--- config.mk ---
export PLATFORM = sky130hd
export DESIGN_NAME = serial_audio_rx
export DESIGN_NICKNAME = d
export VERILOG_FILES = /design/src/rtl/serial_audio_rx_pkg.sv /design/src/rtl/serial_audio_rx_sync.sv /design/src/rtl/serial_audio_rx_assembler.sv /design/src/rtl/serial_audio_rx_align.sv /design/src/rtl/serial_audio_rx.sv
export SDC_FILE = /design/constraint.sdc
export NUM_CORES = 1
export LEC_CHECK = 0
export BUFFER_PORTS_ARGS = -buffer_cell sky130_fd_sc_hd__buf_2
export CAP_MARGIN = 30
export CORE_ASPECT_RATIO = 0.5
export CORE_UTILIZATION = 35
export DETAILED_ROUTE_END_ITERATION = 10
export PLACE_DENSITY_LB_ADDON = 0.2
export SYNTH_ARGS = -nofsm -noshare
export SYNTH_HDL_FRONTEND = slang
export SYNTH_SLANG_ARGS = --single-unit
--- constraint.sdc ---
create_clock -name clk -period 4.4 [get_ports clk]
set_clock_uncertainty 0.15 [all_clocks]
set_input_delay 0.44 -clock clk [delete_from_list [all_inputs] [get_ports clk]]
set_output_delay 0.44 -clock clk [all_outputs]
set_load 0.02 [all_outputs]
--- src/rtl/serial_audio_rx_pkg.sv ---
`timescale 1ns/1ps
package serial_audio_rx_pkg;
    typedef enum logic [1:0] {
        FMT_I2S   = 2'b00,
        FMT_RJ_A  = 2'b01,
        FMT_RJ_B  = 2'b10,
        FMT_RJ_C  = 2'b11
    } fmt_e;
endpackage

--- src/rtl/serial_audio_rx_sync.sv ---
`timescale 1ns/1ps
// Brings the external serial lines into the system clock domain and
// produces a one-cycle strobe per bit-clock rising edge.
module serial_audio_rx_sync #(
    parameter int STAGES = 2
) (
    input  logic clk,
    input  logic rst_n,
    input  logic bck_in,
    input  logic ws_in,
    input  logic sd_in,
    output logic bit_stb,
    output logic ws_s,
    output logic sd_s
);
    typedef struct packed {
        logic [STAGES-1:0] bck;
        logic [STAGES-1:0] ws;
        logic [STAGES-1:0] sd;
        logic              bck_last;
    } sync_t;

    sync_t st_d, st_q;

    always_comb begin
        st_d          = st_q;
        st_d.bck      = {st_q.bck[STAGES-2:0], bck_in};
        st_d.ws       = {st_q.ws[STAGES-2:0],  ws_in};
        st_d.sd       = {st_q.sd[STAGES-2:0],  sd_in};
        st_d.bck_last = st_q.bck[STAGES-1];
    end

    always_ff @(posedge clk) begin
        if (!rst_n) st_q <= '0;
        else        st_q <= st_d;
    end

    assign bit_stb = st_q.bck[STAGES-1] & ~st_q.bck_last;
    assign ws_s    = st_q.ws[STAGES-1];
    assign sd_s    = st_q.sd[STAGES-1];
endmodule

--- src/rtl/serial_audio_rx_assembler.sv ---
`timescale 1ns/1ps
// Collects bits per channel. In I2S framing the channel a bit belongs to is
// the select value one edge earlier, so both framings reduce to "word ends
// when the effective channel changes, before the current bit".
module serial_audio_rx_assembler
    import serial_audio_rx_pkg::*;
#(
    parameter int W  = 20,
    parameter int CW = $clog2(W + 1)
) (
    input  logic          clk,
    input  logic          rst_n,
    input  fmt_e          fmt,
    input  logic          bit_stb,
    input  logic          ws_s,
    input  logic          sd_s,
    output logic          done,
    output logic          done_ch,
    output logic [W-1:0]  done_bits,
    output logic [CW-1:0] done_cnt
);
    typedef struct packed {
        logic          ws_p1;
        logic          ch;
        logic          primed;
        logic [W-1:0]  sr;
        logic [CW-1:0] cnt;
        logic          done;
        logic          done_ch;
        logic [W-1:0]  done_bits;
        logic [CW-1:0] done_cnt;
    } asm_t;

    asm_t st_d, st_q;
    logic is_i2s;
    logic ch_now;

    assign is_i2s = (fmt == FMT_I2S);
    assign ch_now = is_i2s ? st_q.ws_p1 : ws_s;

    always_comb begin
        st_d      = st_q;
        st_d.done = 1'b0;
        if (bit_stb) begin
            if (st_q.primed && (ch_now != st_q.ch)) begin
                st_d.done      = 1'b1;
                st_d.done_ch   = st_q.ch;
                st_d.done_bits = st_q.sr;
                st_d.done_cnt  = st_q.cnt;
                st_d.sr        = W'(sd_s);
                st_d.cnt       = CW'(1);
            end else if (!is_i2s || (st_q.cnt < CW'(W))) begin
                // right-aligned keeps the newest bits, I2S keeps the first W
                st_d.sr = {st_q.sr[W-2:0], sd_s};
                if (st_q.cnt < CW'(W)) st_d.cnt = st_q.cnt + CW'(1);
            end
            st_d.ws_p1  = ws_s;
            st_d.ch     = ch_now;
            st_d.primed = 1'b1;
        end
    end

    always_ff @(posedge clk) begin
        if (!rst_n) st_q <= '0;
        else        st_q <= st_d;
    end

    assign done      = st_q.done;
    assign done_ch   = st_q.done_ch;
    assign done_bits = st_q.done_bits;
    assign done_cnt  = st_q.done_cnt;
endmodule

--- src/rtl/serial_audio_rx_align.sv ---
`timescale 1ns/1ps
// Maps a raw received word onto the fixed output width.
module serial_audio_rx_align
    import serial_audio_rx_pkg::*;
#(
    parameter int W     = 20,
    parameter int LEN_A = 16,
    parameter int LEN_B = 18,
    parameter int LEN_C = 20,
    parameter int CW    = $clog2(W + 1)
) (
    input  fmt_e          fmt,
    input  logic [W-1:0]  bits,
    input  logic [CW-1:0] cnt,
    output logic [W-1:0]  word
);
    localparam int SH_A = W - LEN_A;
    localparam int SH_B = W - LEN_B;
    localparam int SH_C = W - LEN_C;

    logic signed [W-1:0] up_a, up_b, up_c;
    logic        [CW-1:0] pad;

    assign up_a = bits << SH_A;
    assign up_b = bits << SH_B;
    assign up_c = bits << SH_C;
    assign pad  = CW'(W) - cnt;

    always_comb begin
        case (fmt)
            FMT_RJ_A: word = up_a >>> SH_A;
            FMT_RJ_B: word = up_b >>> SH_B;
            FMT_RJ_C: word = up_c >>> SH_C;
            default:  word = bits << pad;
        endcase
    end
endmodule

--- src/rtl/serial_audio_rx.sv ---
`timescale 1ns/1ps
module serial_audio_rx
    import serial_audio_rx_pkg::*;
#(
    parameter int W           = 20,
    parameter int SYNC_STAGES = 2,
    localparam int CW         = $clog2(W + 1)
) (
    input  logic         clk,
    input  logic         rst_n,
    input  logic [1:0]   fmt,
    input  logic         bck,
    input  logic         ws,
    input  logic         sd,
    output logic [W-1:0] left_out,
    output logic [W-1:0] right_out,
    output logic         pair_valid
);
    typedef struct packed {
        logic [W-1:0] left_hold;
        logic [W-1:0] left_out;
        logic [W-1:0] right_out;
        logic         valid;
    } top_t;

    fmt_e          fmt_sel;
    logic          bit_stb, ws_s, sd_s;
    logic          done, done_ch;
    logic [W-1:0]  done_bits, word;
    logic [CW-1:0] done_cnt;
    top_t          st_d, st_q;

    assign fmt_sel = fmt_e'(fmt);

    serial_audio_rx_sync #(.STAGES(SYNC_STAGES)) u_sync (
        .clk(clk), .rst_n(rst_n), .bck_in(bck), .ws_in(ws), .sd_in(sd),
        .bit_stb(bit_stb), .ws_s(ws_s), .sd_s(sd_s)
    );

    serial_audio_rx_assembler #(.W(W)) u_asm (
        .clk(clk), .rst_n(rst_n), .fmt(fmt_sel), .bit_stb(bit_stb),
        .ws_s(ws_s), .sd_s(sd_s), .done(done), .done_ch(done_ch),
        .done_bits(done_bits), .done_cnt(done_cnt)
    );

    serial_audio_rx_align #(.W(W)) u_align (
        .fmt(fmt_sel), .bits(done_bits), .cnt(done_cnt), .word(word)
    );

    always_comb begin
        st_d       = st_q;
        st_d.valid = 1'b0;
        if (done) begin
            if (!done_ch) begin
                st_d.left_hold = word;
            end else begin
                st_d.left_out  = st_q.left_hold;
                st_d.right_out = word;
                st_d.valid     = 1'b1;
            end
        end
    end

    always_ff @(posedge clk) begin
        if (!rst_n) st_q <= '0;
        else        st_q <= st_d;
    end

    assign left_out   = st_q.left_out;
    assign right_out  = st_q.right_out;
    assign pair_valid = st_q.valid;
endmodule

==> results of run 1 <==
cells by family after synthesis:
kind of cell | after synthesis | synth area share, %
buffers and inverters | 93 | 9.98
AOI/OAI and AO/OA | 126 | 14.0
DFF | 123 | 42.5
and+or+nand+nor | 231 | 17.2
adders and majority gates | 2 | 0.432
xor gates and xnor gates | 9 | 1.75
muxes | 72 | 14.1
worst paths after layout:
| kind | end | slack [ps] | cells past startpoint |
|---|---|---|---|
| min reg2reg | u_sync.sd_s | 280 | 1 |
| max | st_q[60] | 960 | 10 |
| max reg2reg | st_q[60] | 960 | 10 |
| min | u_sync.st_d[6] | 80 | 2 |
power groups by stage:
stage               Sequential [µW]  Clock (µW)  Combinational [µW]
global placement               1150           0                56.0
CTS                            1120        1410                56.3
floorplan                      1150           0                45.1
finish                         1120        1380                55.7
detailed placement             1150           0                56.1
global route                   1120        1460                62.3
metal layers:
layer / global-route usage (%) / vias up
met2: 22.5 / 122
met5: 0 / -
met3: 4.13 / 13
met1: 24.7 / 2085
met4: 5.83 / 0
li1: - / 2225
sequential cells by signal, indices dropped and copies added (netlist names):
| name | flops |
|---|---|
| u_asm.st_q | 28 |
| left_out | 20 |
| right_out | 20 |
| st_q | 20 |
| u_asm.done_bits | 20 |
| u_asm.done_cnt | 5 |
| u_sync.st_d | 4 |
| pair_valid | 1 |
| u_asm.done | 1 |
| u_asm.done_ch | 1 |
| u_sync.sd_s | 1 |
| u_sync.st_q | 1 |
| u_sync.ws_s | 1 |
synth_stat cells (2+ instances only):
| master | n | area share (%) |
|---|---|---|
| dfxtp_1 | 123 | 43 |
| nor2_1 | 101 | 6.5 |
| nand2_1 | 69 | 4.5 |
| mux2i_1 | 58 | 10 |
| buf_4 | 45 | 5.8 |
| a21oi_1 | 34 | 2.9 |
| clkbuf_1 | 29 | 1.9 |
| o21ai_0 | 25 | 2.2 |
| a22oi_1 | 21 | 2.7 |
| nor3_1 | 19 | 1.6 |
| nand3_1 | 13 | 1.1 |
| a31oi_1 | 12 | 1.3 |
| and2_1 | 10 | 1.1 |
| a32o_1 | 9 | 1.6 |
| mux2_2 | 7 | 1.4 |
| mux4_2 | 6 | 2.3 |
| buf_2 | 5 | 0.43 |
| buf_6 | 5 | 0.97 |
| xor2_1 | 5 | 0.76 |
| inv_1 | 4 | 0.26 |
| a211oi_1 | 3 | 0.39 |
| a21o_1 | 3 | 0.39 |
| buf_1 | 3 | 0.19 |
| nand4_1 | 3 | 0.32 |
| nor2b_1 | 3 | 0.32 |
| o21ai_1 | 3 | 0.26 |
| o22ai_1 | 3 | 0.32 |
| xnor2_2 | 3 | 0.84 |
| a31o_2 | 2 | 0.30 |
| ha_1 | 2 | 0.43 |
| nand2b_1 | 2 | 0.22 |
| nor3b_1 | 2 | 0.26 |
| o31a_1 | 2 | 0.30 |
| o31ai_1 | 2 | 0.26 |
cells in the final DEF (no fill, tap or decap), types with 4 or more instances in the layout:
master,n
nand2_1,69
xor2_1,5
o21ai_0,25
dfxtp_1,123
inv_1,4
a31oi_1,12
mux4_2,6
a21oi_1,34
nand3_1,13
buf_4,10
a22oi_1,21
mux2_2,7
nor2_1,101
clkinv_4,4
a32o_1,9
nor3_1,19
buf_2,47
and2_1,10
clkbuf_16,17
mux2i_1,58
layout make-up:
| type | count | area, µm² | share of cell area, % |
|---|---|---|---|
| multi-input combinational | 440 | 2750 | 42.6 |
| inverter | 5 | 18.8 | 0.291 |
| clock buffer | 17 | 425 | 6.59 |
| tap | 221 | 277 | 4.29 |
| sequential | 123 | 2460 | 38.2 |
| timing repair buffer | 59 | 353 | 5.47 |
| clock inverter | 15 | 165 | 2.56 |
metrics by stage:
stage               setup WS, ps  utilization (%)  hold WS [ps]  power, µW
finish                       958             40.9          81.0       2560
global route                 692             40.9          67.1       2640
CTS                          989             40.7          66.1       2590
global placement            1100             36.9           264       1200
detailed placement           997             37.0           271       1200
floorplan                   1690                -           262       1190
==> flow_summary.toml, run 1 <==
[status]
outcome = "completed"

[final_layout]
num-fill-cells = 1601
fin_nets = 655
syn_to_final_growth_pct = 11.4
instances_no_fill = 880
drive_above_1_share_pct = 17.5
fin_area_um2 = 6450
n_antenna_cell = 0

[timing]
finalCritPeriodShare_pct = 78.2
tightest_slew_ps = 929
fmax_ghz = 0.291
hold_viol_final = 0
min_period_ps = 3440
setup_tns_ps = 0
setup-violations-final = 0
slew_viol_final = 0
rsz0062_at_grt = "false"
slew_headroom_pct = 38.0

[drt]
top_layer = "met4"
drc = 0
dr_wl_met2_mm = 5.20
wirelength_mm = 13.3
met3WireLength_um = 714
met1Wirelength_mm = 7.29
final_antenna_net_count = 0
num_vias = 4445
first_pass_iters = 5
wl_per_cell_um = 15.2
via_per_inst = 5.05
drt_iter0_markers = 334

[worst_setup_path]
cp-end-kind = "register"
cp.arrival_ps = 3600
path_delay_family = "multiplexers"
path_buf_inv = 3
crit_fanout = 18
r2r_start = "u_asm.done_cnt[0]"
cp_data_required_time_ps = 4550
crit_start = "u_asm.done_cnt[0]"
cp_slowest_cell = "ha_1"
path_class = "register to register"
crit_chain = "buf_4, inv_1, ha_1, buf_4, mux2i_1, mux2i_1, mux4_2, and2_1, o21ai_1, o21ai_1"
cp_slowest_stage_delay_ps = 680
cp-start-kind = "register"

[power]
swShare_pct = 22.7
power_density_nw_per_um2 = 396
p_clk_share_pct = 53.9
p_sw_uw = 581
internal-power_uw = 1980
leakagePower_uw = 0.00267
pwr-share-seq_pct = 43.9
comb_power_share_pct = 2.2
ir_worst_vdd_uv = 200

[die]
die_area_um2 = 17100
ios = 48
core_area_um2 = 15800
rows = 32
die_y_um = 93.0
die_x_um = 184
start_util_pct = 36.7

[run]
timing.max_cap.violations = 0

[logic_synthesis]
synth.distinct_cells = 54
seq_area_frac_synth_pct = 42.5
syn_area_per_cell_um2 = 8.83
syn_inst = 656
synth_seq_cells = 123
synth-main-ff-cell = "dfxtp_1"
synth_area_um2 = 5790
async_flop_share_pct = 0
synth_nets = 665
ys.warnings.count = 0
synth_edf_count = 0

[place]
place_hpwl_mm = 9.28
routabilityCongestion = 0.895
dp.cells = 847
post_dp_cell_area_um2 = 5830
port-buffer-count = 47

[global_routing]
antenna_found_initial = 0
grt_use_total_pct = 16.6
grt_pass1_vias = 4000
grt-ovfl-total = 0
grt_pass1_wl_mm = 21.8
grt_max_degree = 55

[clocking]
cts-htree-levels = 4
clock_path_buffers = 2
cts-hold-fix-buffers = 0
cts_tree = "yes"
insertion_delay_ps = 410
cts_inserted_buffers = 17
clock-sinks = 123
cts_setup_buffers = 0
root_buffer = "clkbuf_16"
path_clk_slew_ps = 60
post_cts_resized = 0

[worst_hold_path]
holdCritPathClass = "input pin to register"
min_from = "bck"
(Power assumes the default switching activity.)
==> run 2: changes to the inputs <==
--- a/config.mk
+++ b/config.mk
@@ -5,6 +5,7 @@
 export SDC_FILE = /design/constraint.sdc
 export NUM_CORES = 1
 export LEC_CHECK = 0
+export ABC_AREA = 1
 export BUFFER_PORTS_ARGS = -buffer_cell sky130_fd_sc_hd__buf_2
 export CAP_MARGIN = 30
 export CORE_ASPECT_RATIO = 0.5
==> constraint.sdc (replaced) <==
create_clock -name clk -period 2.9 [get_ports clk]
set_clock_uncertainty 0.15 [all_clocks]
set_input_delay 0.29 -clock clk [delete_from_list [all_inputs] [get_ports clk]]
set_output_delay 0.29 -clock clk [all_outputs]
set_load 0.02 [all_outputs]
==> run 2 against run 1 <==
Effect of this change: clock-buffer cell count up 1; setup slack got worse by 450 ps; largest power group unchanged; critical path type unchanged; design area increased by 3.9%; register-to-register slack worse by 450 ps; power rose by 57%; die area increased by 3.2%; synthesized area is 3.2% higher; final cell count increased by 21%; largest cell class unchanged; via count up 16%; sequential share of layout area decreased by 1.4 points; non-clock buffer count grew 4; combinational power grew 130%.
==> flow_summary.toml, run 2 <==
[logic_synthesis]
synth_common_cells = "130 x nand2_1, 123 x dfxtp_1, 111 x nand3_1, 111 x nor2_1, 68 x inv_1"
synth_seq_cells = 123
synthXorXnorAreaFrac_pct = 0.983
synth_top_family_by_area = "simple AND/OR/NAND/NOR gates"
synth_fa_ha_area_share_pct = 0.418
synth_edf_count = 0
syn_inst = 832
ys.warnings.count = 0
synth_nets = 841
yosys.area_share.simple_pct = 29.5
synth-main-ff-cell = "dfxtp_1"
synth_compound_area_share_pct = 14.2
syn_area_per_cell_um2 = 7.19
async_flop_share_pct = 0
synth.most_common_cell = "nand2_1"
synth.distinct_cells = 35
synth_top_area_share_pct = 41.2
synth_area_um2 = 5980
seq_area_frac_synth_pct = 41.2
synth_area_leaders = "dfxtp_1 41%, nand3_1 9.3%, nand2_1 8.2%, nor2_1 7.0%, buf_4 5.4%"
synth_area_leader_cell = "dfxtp_1"
synth.mux.area_fraction_pct = 0

[timing]
hold_slack_ps = 194
slew_headroom_pct = 47.4
rsz0062_at_grt = "false"
fmax_ghz = 0.419
min_period_ps = 2390
slew_viol_final = 0
finalCritPeriodShare_pct = 82.3
tightest_slew_ps = 790
setup_tns_ps = 0
setup-violations-final = 0
hold_viol_final = 0

[drt]
drc = 0
final_antenna_net_count = 0
wirelength_mm = 15.3
first_pass_iters = 5
drt_iter0_markers = 434
wl_per_cell_um = 14.3
via_per_inst = 4.84
num_vias = 5166

[worst_setup_path]
path_buf_inv = 3
cp-end-kind = "register"
crit_chain = "inv_1, ha_1, inv_1, nand3_1, nand3_1, nand2_1, o211ai_1, nand3_1, nand2_1, inv_1"
cp.arrival_ps = 2550
path_delay_family = "simple AND/OR/NAND/NOR gates"
cp-start-kind = "register"
cp_data_required_time_ps = 3060
crit_fanout = 20
cp_slowest_cell = "inv_1"
path_class = "register to register"
cp_slowest_stage_delay_ps = 470

[clocking]
cts-htree-levels = 4
post_cts_resized = 0
cts_tree = "yes"
clock_path_buffers = 2
path_clk_slew_ps = 60
cts_inserted_buffers = 17
root_buffer = "clkbuf_16"
clock-sinks = 123
insertion_delay_ps = 400

[final_layout]
largest_register = "u_asm.st_q"
num-fill-cells = 1745
final_common_cell = "nand2_1"
fin_nets = 836
n_antenna_cell = 0
final_cell_mix = "130 x nand2_1, 123 x dfxtp_1, 111 x nand3_1, 110 x nor2_1, 68 x inv_1"
syn_to_final_growth_pct = 12.2
largest_reg_flops = 28
drive_above_1_share_pct = 16.5

[place]
port-buffer-count = 47
place_hpwl_mm = 10.7
routabilityCongestion = 0.897

[die]
die_x_um = 187
die_area_um2 = 17600
start_util_pct = 36.1
ios = 48
die_y_um = 94.4
core_area_um2 = 16600
rows = 33

[global_routing]
grt-ovfl-total = 0
grt_pass1_vias = 4656
grt_pass1_wl_mm = 25.1
grt_use_total_pct = 18.0
grt_max_degree = 53
antenna_found_initial = 0

[power]
ir_worst_vdd_uv = 379
leakagePower_uw = 0.00301
power_density_nw_per_um2 = 598

[worst_hold_path]
holdCritPathClass = "input pin to register"

[run]
timing.max_cap.violations = 0

[status]
outcome = "completed"
## run 2: cell count changes after synthesis, sizes merged, moves of 8 or more
cell    change
a22oi      -21
a22o        +8
and2        -9
a32o        -9
nand2      +67
o21ai      +30
inv        +74
nor2       +15
nand3     +100
a21oi      +18
mux2i      -59
o211ai      +9
## run 2: worst paths after layout
kind	start	end	slack, ps	depth (start not counted)
hold reg to reg	u_sync.st_d[4]	u_sync.ws_s	260	2
hold / removal	fmt[1]	right_out[16]	190	5
setup reg to reg	u_asm.done_cnt[1]	st_q[55]	510	10
setup / recovery	u_asm.done_cnt[1]	st_q[55]	510	10
## run 2: layer usage
| metal | GRT usage, % | vias up | routed length, µm |
|---|---|---|---|
| met5 | 0 | - | 0 |
| met4 | 4.71 | 0 | 71 |
| met3 | 2.97 | 6 | 704 |
| met2 | 25.5 | 109 | 5990 |
| met1 | 27.4 | 2372 | 8510 |
| li1 | - | 2679 | - |
## run 2: worst min-delay path, delay by kind of cell
kind,cells,cell delay (ps)
buffers and inverters,2,190
and+or+nand+nor,2,130
AOI/OAI and AO/OA,1,120
## run 2: per-stage QoR
| step | instances | area, µm² | setup WS [ps] | power (µW) | utilization [%] |
|---|---|---|---|---|---|
| 2_1_floorplan | 832 | 5980 | 773 | 1860 | - |
| 3_3_place_gp | 1032 | 6070 | 424 | 1890 | 36.7 |
| 3_5_place_dp | 1032 | 6070 | 395 | 1890 | 36.7 |
| 4_1_cts | 1067 | 6710 | 541 | 4060 | 40.5 |
| 5_1_grt | 1067 | 6710 | 224 | 4150 | 40.5 |
| 6_report | 1067 | 6710 | 512 | 4010 | 40.5 |
## run 2: timing repair
item                                   in CTS  in global routing
hold buffers                                3                  0
setup buffers                               0                  0
endpoints found under the hold margin       3                  0
## run 2: cell families (layout without fill, tap and decap cells)
kind of cell / count (synthesis) / count (layout)
AND/OR/NAND/NOR: 391 / 391
flip-flops: 123 / 123
adder cells (fa/ha/maj): 2 / 2
XOR/XNOR: 5 / 5
AO/OA/AOI/OAI: 146 / 146
buffers and inverters: 165 / 173
## run 2: final cells by class
type	count	area [µm²]	area share, %
Sequential cell	123	2460	36.7
Clock inverter	14	174	2.59
Inverter	78	293	4.37
Multi-Input combinational cell	544	2700	40.3
Tap cell	227	284	4.24
Timing Repair Buffer	63	363	5.41
Clock buffer	18	429	6.40
## run 2: report_power, final
group | switching (µW) | internal (µW)
clock | 796 | 1350
sequential | 18.9 | 1710
combinational | 86.5 | 41.3
==> run 3: changes to the inputs <==
--- a/config.mk
+++ b/config.mk
@@ -5,7 +5,7 @@
 export SDC_FILE = /design/constraint.sdc
 export NUM_CORES = 1
 export LEC_CHECK = 0
-export ABC_AREA = 1
+export ABC_AREA = 0
 export BUFFER_PORTS_ARGS = -buffer_cell sky130_fd_sc_hd__buf_2
 export CAP_MARGIN = 30
 export CORE_ASPECT_RATIO = 0.5
==> constraint.sdc (replaced) <==
create_clock -name clk -period 2.5 [get_ports clk]
set_clock_uncertainty 0.15 [all_clocks]
set_input_delay 0.25 -clock clk [delete_from_list [all_inputs] [get_ports clk]]
set_output_delay 0.25 -clock clk [all_outputs]
set_load 0.02 [all_outputs]
==> run 3 against run 2 <==
Effect of this change: flip-flop and latch count unchanged; setup slack lost 420 ps; via count fell by 12%; register-to-register slack lost 420 ps; global-route usage shrank 1.1 points; power grew 17%; worst hold slack got worse by 95 ps; fmax fell by 0.66%; critical path depth is the same; utilization rose by 2.3 points; sequential power grew 14%; critical path type unchanged.
==> flow_summary.toml, run 3 (same netlist as run 1, synthesis figures left out) <==
[clocking]
cts-htree-levels = 4
insertion_delay_ps = 410
clock-sinks = 123
root_buffer = "clkbuf_16"
cts_tree = "yes"
path_clk_slew_ps = 60
clock_path_buffers = 2
cts_inserted_buffers = 17

[status]
outcome = "completed"

[die]
die_x_um = 184
ios = 48
core_area_um2 = 15800
die_y_um = 93.0
start_util_pct = 36.7
rows = 32
die_area_um2 = 17100

[worst_setup_path]
path_class = "register to register"
cp_slowest_stage_delay_ps = 370
cp.arrival_ps = 2530
cp_data_required_time_ps = 2630
crit_fanout = 10
crit_chain = "inv_4, ha_4, buf_4, mux2i_1, mux2i_1, nand2_1, a21oi_1, a221oi_1, buf_4, a21oi_1"
rr_worst_depth = 10
cp-end-kind = "register"
cp_slowest_cell = "dfxtp_1"
cp-start-kind = "register"

[global_routing]
grt_max_degree = 50
met1_usage_pct = 24.3
grt_use_total_pct = 16.8
grt_pass1_wl_mm = 22.0
grt-ovfl-total = 0
antenna_found_initial = 0
grtUsageMet2_pct = 23.6
busiest_layer = "met1"
use_met3_pct = 4.44
grt_pass1_vias = 4108

[drt]
wirelength_mm = 13.8
num_vias = 4546
wl_per_cell_um = 15.3
via_per_inst = 5.02
drt_iter0_markers = 370
first_pass_iters = 5
final_antenna_net_count = 0
drc = 0

[final_layout]
final_cell_mix = "123 x dfxtp_1, 101 x nor2_1, 69 x nand2_1, 58 x mux2i_1, 47 x buf_2"
fin_nets = 680
largest_reg_flops = 28
multi_input_area_um2 = 2790
final_common_cell = "dfxtp_1"
drive_above_1_share_pct = 20.5
n_antenna_cell = 0
fin_util_pct = 42.8
syn_to_final_growth_pct = 16.5
largest_register = "u_asm.st_q"
num-fill-cells = 1618
fin_area_um2 = 6750
seqCellArea_um2 = 2460

[place]
place_hpwl_mm = 9.76
port-buffer-count = 47
routabilityCongestion = 0.928
post_dp_cell_area_um2 = 6070

[timing]
tightest_slew_ps = 686
setup-violations-final = 0
hold_slack_ps = 98.7
min_period_ps = 2400
slew_headroom_pct = 54.2
fmax_ghz = 0.416
slew_viol_final = 0
hold_viol_final = 0
rsz0062_at_grt = "false"
finalCritPeriodShare_pct = 96.2

[worst_hold_path]
holdPathStages = 4
holdCritPathClass = "input pin to register"

[run]
timing.max_cap.violations = 0

[power]
leakagePower_uw = 0.00283
finalPower_uw = 4680
ir_worst_vdd_uv = 315
power_density_nw_per_um2 = 693
[run 3: cell types whose count changed in the layout (fill, tap and decap cells not counted), moves of 10 or more]
cell	before	now
a21oi_2	10	0
a22oi_1	0	21
buf_4	13	30
inv_1	68	3
mux2i_1	0	58
nand2_1	130	69
nand3_1	111	13
nor3_2	10	0
o21ai_0	48	25
[run 3: where the power goes]
group	switching [µW]	leakage, µW	internal, µW
registers	6.89	0.000992	1970
clock network	868	0.000303	1720
logic	76.1	0.00153	39.2
[run 3: final timing paths]
check | slack, ps | end | start
max reg2reg | 100 | right_out[15] | u_asm.done_cnt[0]
max | 100 | right_out[15] | u_asm.done_cnt[0]
min | 100 | st_q[60] | fmt[0]
min reg2reg | 280 | u_sync.st_d[0] | u_sync.st_d[6]
[run 3: per-layer routing]
layer	part of all wire [%]	up-vias
met2	40	109
met1	53	2151
met5	0	-
met3	5.1	20
li1	-	2266
met4	1.7	0
[run 3: final cells by class]
class	instances	area share (%)
multi-input cells	440	41.4
flip-flops and latches	123	36.5
repair buffers	84	8.45
clock buffers	21	6.82
well taps	221	4.10
clock inverters	11	2.48
inverters	5	0.315
[run 3: what timing repair did]
action,4_1_cts,5_1_grt
resized for setup,0,2
hold buffers,3,0
setup buffers,0,1
hold endpoints to repair,3,0
setup endpoints to repair,0,3
[run 3: metrics by stage]
| step | TNS, ps | setup WS [ps] | instances |
|---|---|---|---|
| final | 0 | 96.1 | 905 |
| after global placement | 0 | 150 | 869 |
| after CTS | 0 | 84.2 | 904 |
| after global routing | 0 | 1.54 | 905 |
| after detailed placement | 0 | 80.4 | 869 |
| after floorplan | -73.4 | -37.1 | 656 |
[run 3: critical path: cells and delay by family (launching register included)]
family,cells,cell delay (ps)
simple gates,1,110
buf+inv,3,440
compound gates,3,490
fa+ha+maj,1,360
flops,1,370
mux,2,360
